[src/rtl/wordtx_pkg.sv]
package wordtx_pkg;

    typedef enum logic [2:0] {
        S_IDLE,
        S_START,
        S_DATA,
        S_PARITY,
        S_STOP
    } ser_state_e;

    typedef enum logic [1:0] {
        PAR_NONE  = 2'd0,
        PAR_ODD   = 2'd1,
        PAR_EVEN  = 2'd2,
        PAR_SPACE = 2'd3
    } par_mode_e;

    localparam logic [4:0] CMD_TX_RESET = 5'd2;
    localparam int WORD_BYTES = 4;

endpackage

[src/rtl/wordtx_fifo.sv]
module wordtx_fifo #(
    parameter int W     = 35,
    parameter int DEPTH = 4
) (
    input  logic         clk,
    input  logic         rst_n,
    input  logic         flush,
    input  logic         push,
    input  logic         pop,
    input  logic [W-1:0] din,
    output logic [W-1:0] dout,
    output logic         empty,
    output logic         full
);
    localparam int AW = (DEPTH > 1) ? $clog2(DEPTH) : 1;
    localparam int LW = AW + 1;

    logic [W-1:0]  mem [DEPTH];
    logic [AW-1:0] wp_q, rp_q;
    logic [LW-1:0] lvl_q;

    function automatic logic [AW-1:0] nxt(input logic [AW-1:0] p);
        return (p == AW'(DEPTH - 1)) ? '0 : p + 1'b1;
    endfunction

    assign empty = (lvl_q == '0);
    assign full  = (lvl_q == LW'(DEPTH));
    assign dout  = mem[rp_q];

    always_ff @(posedge clk) begin
        if (push) begin
            mem[wp_q] <= din;
        end
    end

    always_ff @(posedge clk or negedge rst_n) begin
        if (!rst_n) begin
            wp_q  <= '0;
            rp_q  <= '0;
            lvl_q <= '0;
        end else if (flush) begin
            wp_q  <= '0;
            rp_q  <= '0;
            lvl_q <= '0;
        end else begin
            if (push) wp_q <= nxt(wp_q);
            if (pop)  rp_q <= nxt(rp_q);
            if (push && !pop)      lvl_q <= lvl_q + 1'b1;
            else if (pop && !push) lvl_q <= lvl_q - 1'b1;
        end
    end
endmodule

[src/rtl/wordtx_ser.sv]
module wordtx_ser
    import wordtx_pkg::*;
#(
    parameter int OSR = 16
) (
    input  logic       clk,
    input  logic       rst_n,
    input  logic       tick,
    input  logic       flush,
    input  logic       go,
    input  logic [7:0] din,
    input  logic [5:0] fmt,
    output logic       idle,
    output logic       txd
);
    localparam int TW       = $clog2(2 * OSR + 1);
    localparam int ST_SHORT = (OSR * 9) / 16;
    localparam int ST_ONE   = OSR;
    localparam int ST_LONG  = OSR + ST_SHORT;
    localparam int ST_TWO   = 2 * OSR;

    ser_state_e    st_q, st_d;
    logic [TW-1:0] tcnt_q, lim;
    logic [2:0]    bit_q, last_q;
    logic [7:0]    sh_q, masked;
    logic          par_q, par_calc, bit_end;
    par_mode_e     pm_q;
    logic [1:0]    sl_q;

    assign idle    = (st_q == S_IDLE);
    assign masked  = din & (8'hFF >> (2'd3 - fmt[5:4]));
    assign bit_end = tick && (tcnt_q == lim);

    always_comb begin
        unique case (par_mode_e'(fmt[1:0]))
            PAR_ODD:  par_calc = ~^masked;
            PAR_EVEN: par_calc = ^masked;
            default:  par_calc = 1'b0;
        endcase
    end

    always_comb begin
        if (st_q == S_STOP) begin
            unique case (sl_q)
                2'd0:    lim = TW'(ST_SHORT - 1);
                2'd1:    lim = TW'(ST_ONE - 1);
                2'd2:    lim = TW'(ST_LONG - 1);
                default: lim = TW'(ST_TWO - 1);
            endcase
        end else begin
            lim = TW'(OSR - 1);
        end
    end

    // next-state logic
    always_comb begin
        st_d = st_q;
        unique case (st_q)
            S_IDLE:   if (go) st_d = S_START;
            S_START:  if (bit_end) st_d = S_DATA;
            S_DATA:   if (bit_end && bit_q == last_q)
                          st_d = (pm_q == PAR_NONE) ? S_STOP : S_PARITY;
            S_PARITY: if (bit_end) st_d = S_STOP;
            S_STOP:   if (bit_end) st_d = S_IDLE;
            default:  st_d = S_IDLE;
        endcase
    end

    // state register
    always_ff @(posedge clk or negedge rst_n) begin
        if (!rst_n)     st_q <= S_IDLE;
        else if (flush) st_q <= S_IDLE;
        else            st_q <= st_d;
    end

    // datapath registers
    always_ff @(posedge clk or negedge rst_n) begin
        if (!rst_n) begin
            tcnt_q <= '0;
            bit_q  <= '0;
            last_q <= 3'd7;
            sh_q   <= '0;
            par_q  <= 1'b0;
            pm_q   <= PAR_NONE;
            sl_q   <= 2'd1;
        end else if (flush) begin
            tcnt_q <= '0;
            bit_q  <= '0;
        end else if (idle) begin
            if (go) begin
                tcnt_q <= '0;
                bit_q  <= '0;
                last_q <= 3'd4 + {1'b0, fmt[5:4]};
                sh_q   <= masked;
                par_q  <= par_calc;
                pm_q   <= par_mode_e'(fmt[1:0]);
                sl_q   <= fmt[3:2];
            end
        end else if (tick) begin
            tcnt_q <= bit_end ? '0 : tcnt_q + 1'b1;
            if (bit_end && st_q == S_DATA) begin
                sh_q  <= sh_q >> 1;
                bit_q <= bit_q + 1'b1;
            end
        end
    end

    // output logic
    always_comb begin
        unique case (st_q)
            S_START:  txd = 1'b0;
            S_DATA:   txd = sh_q[0];
            S_PARITY: txd = par_q;
            default:  txd = 1'b1;
        endcase
    end
endmodule

[src/rtl/wordtx_uart.sv]
module wordtx_uart
    import wordtx_pkg::*;
#(
    parameter int DEPTH = 4,
    parameter int OSR   = 16
) (
    input  logic        clk,
    input  logic        rst_n,
    input  logic        tick,
    input  logic [5:0]  fmt,
    input  logic        wr_count,
    input  logic [2:0]  count_in,
    input  logic        wr_word,
    input  logic [31:0] word_in,
    input  logic        wr_ctrl,
    input  logic [11:0] ctrl_in,
    output logic        txd,
    output logic        tx_empty
);
    localparam int CW = $clog2(WORD_BYTES + 1);
    localparam int EW = CW + 32;

    logic          en_q, tx_rst, ser_idle, go;
    logic [CW-1:0] cnt_q, eff_cnt, rem_q;
    logic [31:0]   cur_q;
    logic          fifo_push, fifo_pop, fifo_empty, fifo_full;
    logic [EW-1:0] fifo_dout;
    logic          unused_ctrl;

    assign unused_ctrl = ^{ctrl_in[10:8], ctrl_in[3], ctrl_in[1:0]};
    assign tx_rst      = wr_ctrl && ({ctrl_in[11], ctrl_in[7:4]} == CMD_TX_RESET);

    always_comb begin
        if (cnt_q == '0)                  eff_cnt = CW'(1);
        else if (cnt_q > CW'(WORD_BYTES)) eff_cnt = CW'(WORD_BYTES);
        else                              eff_cnt = cnt_q;
    end

    assign fifo_push = wr_word && !fifo_full && !tx_rst;
    assign fifo_pop  = (rem_q == '0) && !fifo_empty && !tx_rst;
    assign go        = en_q && (rem_q != '0) && ser_idle && !tx_rst;
    assign tx_empty  = fifo_empty && (rem_q == '0) && ser_idle;

    always_ff @(posedge clk or negedge rst_n) begin
        if (!rst_n) begin
            en_q  <= 1'b0;
            cnt_q <= '0;
            cur_q <= '0;
            rem_q <= '0;
        end else begin
            if (wr_ctrl && ctrl_in[2]) en_q <= 1'b1;
            if (tx_rst || wr_word) cnt_q <= '0;
            else if (wr_count)     cnt_q <= count_in;
            if (tx_rst) begin
                rem_q <= '0;
            end else if (fifo_pop) begin
                cur_q <= fifo_dout[31:0];
                rem_q <= fifo_dout[EW-1:32];
            end else if (go) begin
                cur_q <= cur_q >> 8;
                rem_q <= rem_q - 1'b1;
            end
        end
    end

    wordtx_fifo #(.W(EW), .DEPTH(DEPTH)) u_fifo (
        .clk   (clk),
        .rst_n (rst_n),
        .flush (tx_rst),
        .push  (fifo_push),
        .pop   (fifo_pop),
        .din   ({eff_cnt, word_in}),
        .dout  (fifo_dout),
        .empty (fifo_empty),
        .full  (fifo_full)
    );

    wordtx_ser #(.OSR(OSR)) u_ser (
        .clk   (clk),
        .rst_n (rst_n),
        .tick  (tick),
        .flush (tx_rst),
        .go    (go),
        .din   (cur_q[7:0]),
        .fmt   (fmt),
        .idle  (ser_idle),
        .txd   (txd)
    );
endmodule

[config.mk]
export PLATFORM = sky130hd
export DESIGN_NAME = wordtx_uart
export DESIGN_NICKNAME = d
export VERILOG_FILES = /design/src/rtl/wordtx_pkg.sv /design/src/rtl/wordtx_fifo.sv /design/src/rtl/wordtx_ser.sv /design/src/rtl/wordtx_uart.sv
export SDC_FILE = /design/constraint.sdc
export NUM_CORES = 1
export LEC_CHECK = 0
export ABC_AREA = 1
export BUFFER_PORTS_ARGS = -buffer_cell sky130_fd_sc_hd__buf_2
export CORE_ASPECT_RATIO = 0.6
export CORE_MARGIN = 3
export CORE_UTILIZATION = 55
export CTS_CLUSTER_SIZE = 40
export DETAILED_ROUTE_END_ITERATION = 8
export PLACE_DENSITY = 0.84
export SYNTH_ARGS = -nofsm -noshare
export SYNTH_HDL_FRONTEND = slang
export SYNTH_HIERARCHICAL = 1
export SYNTH_SLANG_ARGS = --single-unit
[constraint.sdc]
create_clock -name clk -period 2.4 [get_ports clk]
set_input_delay 0.12 -clock clk [delete_from_list [all_inputs] [get_ports clk]]
set_output_delay 0.12 -clock clk [all_outputs]
set_load 0.005 [all_outputs]
==> results of run 1 <==
==> through the flow <==
stage	total power, µW	instances	instance area (µm²)
final	14000	1264	11100
after detailed placement	10700	1177	9960
after CTS	13900	1263	11100
after floorplan	9330	909	9440
after global placement	10500	1177	9960
after global routing	14900	1264	11100
==> layer usage <==
layer,global-route usage [%],up-vias,part of all wire [%]
met5,0,-,0
met2,36.3,271,46
met3,4.23,37,6.6
met4,4.49,0,1.6
met1,34.3,3349,46
li1,-,3334,-
==> path summary, 6_finish.rpt <==
check                                           from                          end  slack [ps]  depth (start not counted)
max                             rem_q[0]$_DFFE_PN0P_  u_fifo/lvl_q[2]$_DFFE_PN0P_         300                         14
min                                       ctrl_in[4]        cur_q[29]$_DFFE_PN0P_         120                          6
max reg2reg                     rem_q[0]$_DFFE_PN0P_  u_fifo/lvl_q[2]$_DFFE_PN0P_         300                         14
min reg2reg                u_ser/sh_q[4]$_DFFE_PN0P_    u_ser/sh_q[4]$_DFFE_PN0P_         470                          2
max in group asynchronous                      rst_n        cur_q[17]$_DFFE_PN0P_        1540                          3
min in group asynchronous                      rst_n    u_ser/pm_q[1]$_DFFE_PN0P_         200                          2
==> logic make-up (layout without fill, tap and decap cells) <==
logic type	count (synthesis)	count (layout)	synth area share, %
buf+inv	117	244	5.83
xor+xnor	7	7	0.650
flops	213	213	63.9
compound gates	143	143	8.35
fa+ha+maj	11	11	1.54
simple gates	418	418	19.7
==> layout make-up <==
| class | instances | area (µm²) | share of cell area [%] |
|---|---|---|---|
| Multi-Input combinational cell | 579 | 2850 | 25.6 |
| Timing Repair Buffer | 130 | 1010 | 9.03 |
| Sequential cell | 213 | 6040 | 54.2 |
| Inverter | 78 | 295 | 2.65 |
| Tap cell | 228 | 285 | 2.56 |
| Clock inverter | 8 | 57.6 | 0.517 |
| Clock buffer | 28 | 603 | 5.42 |
==> registers in the layout (all words and copies together) (netlist names), 2 cells and up <==
signal / flops
u_fifo/wp_q: 2
u_ser/sh_q: 8
u_fifo/rp_q: 2
u_ser/bit_q: 3
cur_q: 32
u_fifo/mem: 140
u_ser/pm_q: 2
u_ser/sl_q: 2
u_fifo/lvl_q: 3
u_ser/tcnt_q: 6
cnt_q: 3
rem_q: 3
u_ser/last_q: 2
u_ser/st_q: 3
==> power by group through the flow <==
stage	clock [µW]	sequential, µW	combinational (µW)
6_report	3120	5450	5430
3_5_place_dp	0	5490	5200
4_1_cts	3160	5440	5320
3_3_place_gp	0	5470	5000
5_1_grt	3310	5540	6100
2_1_floorplan	0	5390	3940
==> worst reg2reg max path: stages (launching register included) <==
cell	delay, ps
dfrtp_1	380
inv_1	90
ha_1	150
ha_1	240
nand2_2	90
inv_2	60
nand2_2	60
inv_2	50
inv_1	50
ha_1	220
fa_1	400
inv_1	70
nand2_1	50
nand3_1	60
nand2_1	50
==> synthesized netlist by cell type (4+ instances only) <==
master      n
inv_2       8
a21oi_1     6
xor2_1      5
buf_2      18
inv_1      69
nand2_1   197
edfxtp_1  140
nor2_4      4
o22ai_1    36
buf_4       9
nand4_1    21
o21ai_0    55
dfrtp_1    70
buf_6       7
o21ai_1    40
ha_1       10
nand3_1    68
clkbuf_1    4
nand2_2    10
nor2_1     99
nor2_2      4
nand2_4     4
==> repair_timing <==
action / 4_1_cts / 5_1_grt
endpoints found under the hold margin: 183 / 0
endpoints found under the setup margin: 0 / 1
hold buffers: 50 / 0
setup buffers: 0 / 1
==> flow_summary.toml, run 1 <==
[worst_setup_path]
path_delay_family = "adder cells"
critPathBufInv = 5
crit_path_max_fanout = 4
crit_path_start_kind = "flip-flop"
critPathSlowestCell = "fa_1"
path_cells = "inv_1, ha_1, ha_1, nand2_2, inv_2, nand2_2, inv_2, inv_1, ha_1, fa_1, inv_1, nand2_1, nand3_1, nand2_1"
critPathCaptureType = "flip-flop"
required_ps = 2790
worstPathArrival_ps = 2490
path_class = "flip-flop to flip-flop"
critPathMaxStageDelay_ps = 400

[grt]
antenna_found_initial = 0
track_usage_pct = 23.1
grt_max_degree = 73
grt_pass1_wl_mm = 34.9
grt_pass1_vias = 6818
grt-ovfl-total = 0

[detailed_routing]
ant_nets = 0
remaining_drc_errors = 0
vias = 6991
wl_per_cell_um = 16.9
drt_iter0_markers = 858
viasPerCell = 5.53
dr.pass1.iters = 5
wirelength_mm = 21.3

[power_and_ir_drop]
p_leak_uw = 0.00474
intPower_uw = 8540
comb_power_share_pct = 38.8
vdd_ir_drop_max_v = 0.000606
switching_power_uw = 5450
pwr-share-seq_pct = 38.9
swShare_pct = 38.9
p_per_area_mw_per_mm2 = 1260
p_clk_share_pct = 22.3

[cells_and_area]
final_core_util_pct = 67.4
fillers = 1203
drive_above_1_share_pct = 14.7
final_common_cell = "nand2_1"
syn_to_final_growth_pct = 18.0
mostFrequentLayoutCells = "197 x nand2_1, 140 x edfxtp_1, 99 x nor2_1"
nets = 1092
antenna_cells = 0

[clock_tree]
root_buffer = "clkbuf_16"
cts_tree = "yes"
clkLatencyLatePin_ps = 500
cts_resized = 0
cts_made_buffers = 20
cts.sinks = 213
cts_buffer_depth = 3
clkTransAtPathRegs_ps = 70
htree_num_levels = 1

[floorplanning]
initial_core_util_pct = 57.1
rows = 36
die_y_um = 107
io_pins = 61
core_area_mm2 = 0.0165
fp.dieW_um = 175
die-area_mm2 = 0.0188

[sta]
max_slew.worst_pin.slew_ps = 650
period_needed_ps = 2100
fin_ws_ps = 298
hold_slack_ps = 124
max_slew_margin_pct = 56.7
max_freq_ghz = 0.476
fin_skew_ps = 13.9
period_share_pct = 87.6
drv_slew = 0
hold_viol_final = 0
finalSetupViolations = 0
rsz0062_at_grt = "false"
fin_tns_setup_ps = 0

[logic_synthesis]
syn_area_mm2 = 0.00944
synth-async-reset-ratio_pct = 34.3
post_synth_num_cell_types = 40
syn_avg_cell_area_um2 = 10.4
yosysSeqAreaShare_pct = 63.9
ys.flop_type = "edfxtp_1"
synth_area_leaders = "edfxtp_1 45%, dfrtp_1 19%, nand2_1 7.8%"
synth_edf_count = 140
synth_cells = 909
ys_seq_elements = 213
synth_top_area_share_pct = 44.5
syn-num-nets = 979
ys_warn_count = 6
synth.largest_area_cell = "edfxtp_1"

[run_status]
status = "complete, no violations"

[min_path]
min_path_type = "primary input to flip-flop"

[place]
post-place-ws_ps = 303
portBuffers = 54
gp_congestion = 0.865
dpl.hpwl_mm = 13.0

[job]
drv_cap = 0
Note: power is estimated with default switching activity, not from simulation.
==> run 2: changes to the inputs <==
--- a/config.mk
+++ b/config.mk
@@ -8,7 +8,7 @@
 export ABC_AREA = 1
 export BUFFER_PORTS_ARGS = -buffer_cell sky130_fd_sc_hd__buf_2
 export CORE_ASPECT_RATIO = 0.6
-export CORE_MARGIN = 3
+export CORE_MARGIN = 4
 export CORE_UTILIZATION = 55
 export CTS_CLUSTER_SIZE = 40
 export DETAILED_ROUTE_END_ITERATION = 8
==> run 2 against run 1 <==
Combinational power about the same; worst setup slack got worse by 41 ps; hold slack got worse by 9.2 ps; critical path depth unchanged; clock skew decreased by 4.5 ps.
==> flow_summary.toml, run 2 (same netlist as run 1, synthesis figures left out) <==
[sta]
rsz0062_at_grt = "false"
drv_slew = 0
max_slew.worst_pin.slew_ps = 686
max_slew_margin_pct = 54.2
finalSetupViolations = 0
period_needed_ps = 2140
hold_viol_final = 0
max_freq_ghz = 0.467
hold_slack_ps = 115
fin_tns_setup_ps = 0
period_share_pct = 89.3
fin_skew_ps = 9.40

[floorplanning]
initial_core_util_pct = 57.1
rows = 36
die-area_mm2 = 0.0194
core_area_mm2 = 0.0165
fp.dieW_um = 177
io_pins = 61
die_y_um = 109

[job]
drv_cap = 0

[worst_setup_path]
worstPathArrival_ps = 2530
critPathCaptureType = "flip-flop"
regToRegStartpoint = "rem_q[0]$_DFFE_PN0P_"
required_ps = 2790
crit_path_max_fanout = 4
ff2ff_path_depth = 14
crit_path_start_kind = "flip-flop"
regToRegEndpoint = "u_fifo/lvl_q[2]$_DFFE_PN0P_"
regToRegSetupSlack_ps = 260
path_class = "flip-flop to flip-flop"

[clock_tree]
cts_made_buffers = 20
root_buffer = "clkbuf_16"
cts_resized = 0
cts_buffer_depth = 3
clkLatencyLatePin_ps = 500
clkTransAtPathRegs_ps = 60
cts.sinks = 213
cts_tree = "yes"
htree_num_levels = 1

[min_path]
min_path_type = "primary input to flip-flop"
min_from = "tick"
min_to = "u_ser/tcnt_q[4]$_DFFE_PN0P_"
hold_depth = 5

[detailed_routing]
wl_per_cell_um = 17.0
dr.pass1.iters = 7
vias = 6989
remaining_drc_errors = 0
ant_nets = 0
wirelength_mm = 21.4
viasPerCell = 5.56
drt_iter0_markers = 902

[cells_and_area]
nets = 1087
fillers = 1206
fin_area_mm2 = 0.0112
syn_to_final_growth_pct = 18.3
mostFrequentLayoutCells = "197 x nand2_1, 140 x edfxtp_1, 99 x nor2_1"
largest_reg_flops = 140
antenna_cells = 0
largestRegisters = "u_fifo/mem (140), cur_q (32), u_ser/sh_q (8)"
drive_above_1_share_pct = 14.0
register_area_mm2 = 0.00604
multi_input_area_mm2 = 0.00285
top_register = "u_fifo/mem"
finalNonFillerCells = 1258
final_common_cell = "nand2_1"

[grt]
grt-ovfl-total = 0
grt_pass1_wl_mm = 35.0
track_usage_pct = 22.7
grt_pass1_vias = 6795
antenna_found_initial = 0
grt_max_degree = 73

[place]
dp.cells = 1171
portBuffers = 54
gp_congestion = 0.831
dpl.hpwl_mm = 12.6
placed_cell_area_mm2 = 0.00996

[power_and_ir_drop]
p_per_area_mw_per_mm2 = 1270
vdd_ir_drop_max_v = 0.000649
p_leak_uw = 0.00474

[run_status]
status = "complete, no violations"
-- run 2: changes by cell type in the layout (fill, tap and decap cells not counted), sizes merged --
cell,previous run,this run
buf,80,75
bufinv,0,3
clkbuf,28,25
clkinvlp,2,1
-- run 2: worst max path at each step --
| stage | slack [ps] | endpoint | startpoint |
|---|---|---|---|
| after global placement | 370 | u_fifo/lvl_q[2]$_DFFE_PN0P_ | rem_q[0]$_DFFE_PN0P_ |
| after global routing | 50 | u_fifo/lvl_q[2]$_DFFE_PN0P_ | rem_q[0]$_DFFE_PN0P_ |
| after detailed placement | 250 | u_ser/tcnt_q[3]$_DFFE_PN0P_ | rem_q[0]$_DFFE_PN0P_ |
| after floorplan | 160 | u_fifo/lvl_q[2]$_DFFE_PN0P_ | rem_q[0]$_DFFE_PN0P_ |
| after CTS | 220 | u_ser/tcnt_q[3]$_DFFE_PN0P_ | rem_q[0]$_DFFE_PN0P_ |
| final | 260 | u_fifo/lvl_q[2]$_DFFE_PN0P_ | rem_q[0]$_DFFE_PN0P_ |
-- run 2: stage by stage --
stage / utilization (%) / worst slack, ps / power, µW
finish: 67.5 / 257 / 14200
CTS: 67.4 / 224 / 14100
global route: 67.5 / 49.0 / 15200
global placement: 60.3 / 365 / 10400
floorplan: - / 163 / 9330
detailed placement: 60.3 / 248 / 10700
-- run 2: power breakdown --
part | total (µW) | leakage, µW | switching (µW) | internal [µW]
Clock | 3270 | 0.000326 | 1320 | 1950
Sequential | 5450 | 0.00221 | 481 | 4970
Combinational | 5460 | 0.00221 | 3640 | 1820
Total | 14200 | 0.00474 | 5440 | 8730
-- run 2: metal layers --
layer | routed length (µm) | track usage (%) | share of wire [%]
met4 | 363 | 5.63 | 1.7
met1 | 9640 | 33.6 | 45
met5 | 0 | 0 | 0
met3 | 1710 | 3.88 | 8.0
met2 | 9730 | 35.6 | 45
-- run 2: final cells by class --
| type | instances | share of cell area (%) |
|---|---|---|
| Sequential cell | 213 | 54.1 |
| Multi-Input combinational cell | 579 | 25.6 |
| Timing Repair Buffer | 125 | 9.12 |
| Clock buffer | 25 | 4.93 |
| Inverter | 78 | 2.65 |
| Tap cell | 228 | 2.56 |
| Clock inverter | 10 | 1.10 |
-- run 2: worst max-delay path, stage by stage (launching register included) --
cell	delay [ps]
dfrtp_1	380
inv_1	90
ha_1	170
ha_1	240
nand2_2	90
inv_2	60
nand2_2	60
inv_2	70
inv_1	50
ha_1	220
fa_1	390
inv_1	70
nand2_1	50
nand3_1	60
nand2_1	50
-- run 2: what timing repair did --
item                       CTS  global route
hold endpoints to repair   178             0
setup buffers                0             2
setup endpoints to repair    0             4
hold buffers                50             0
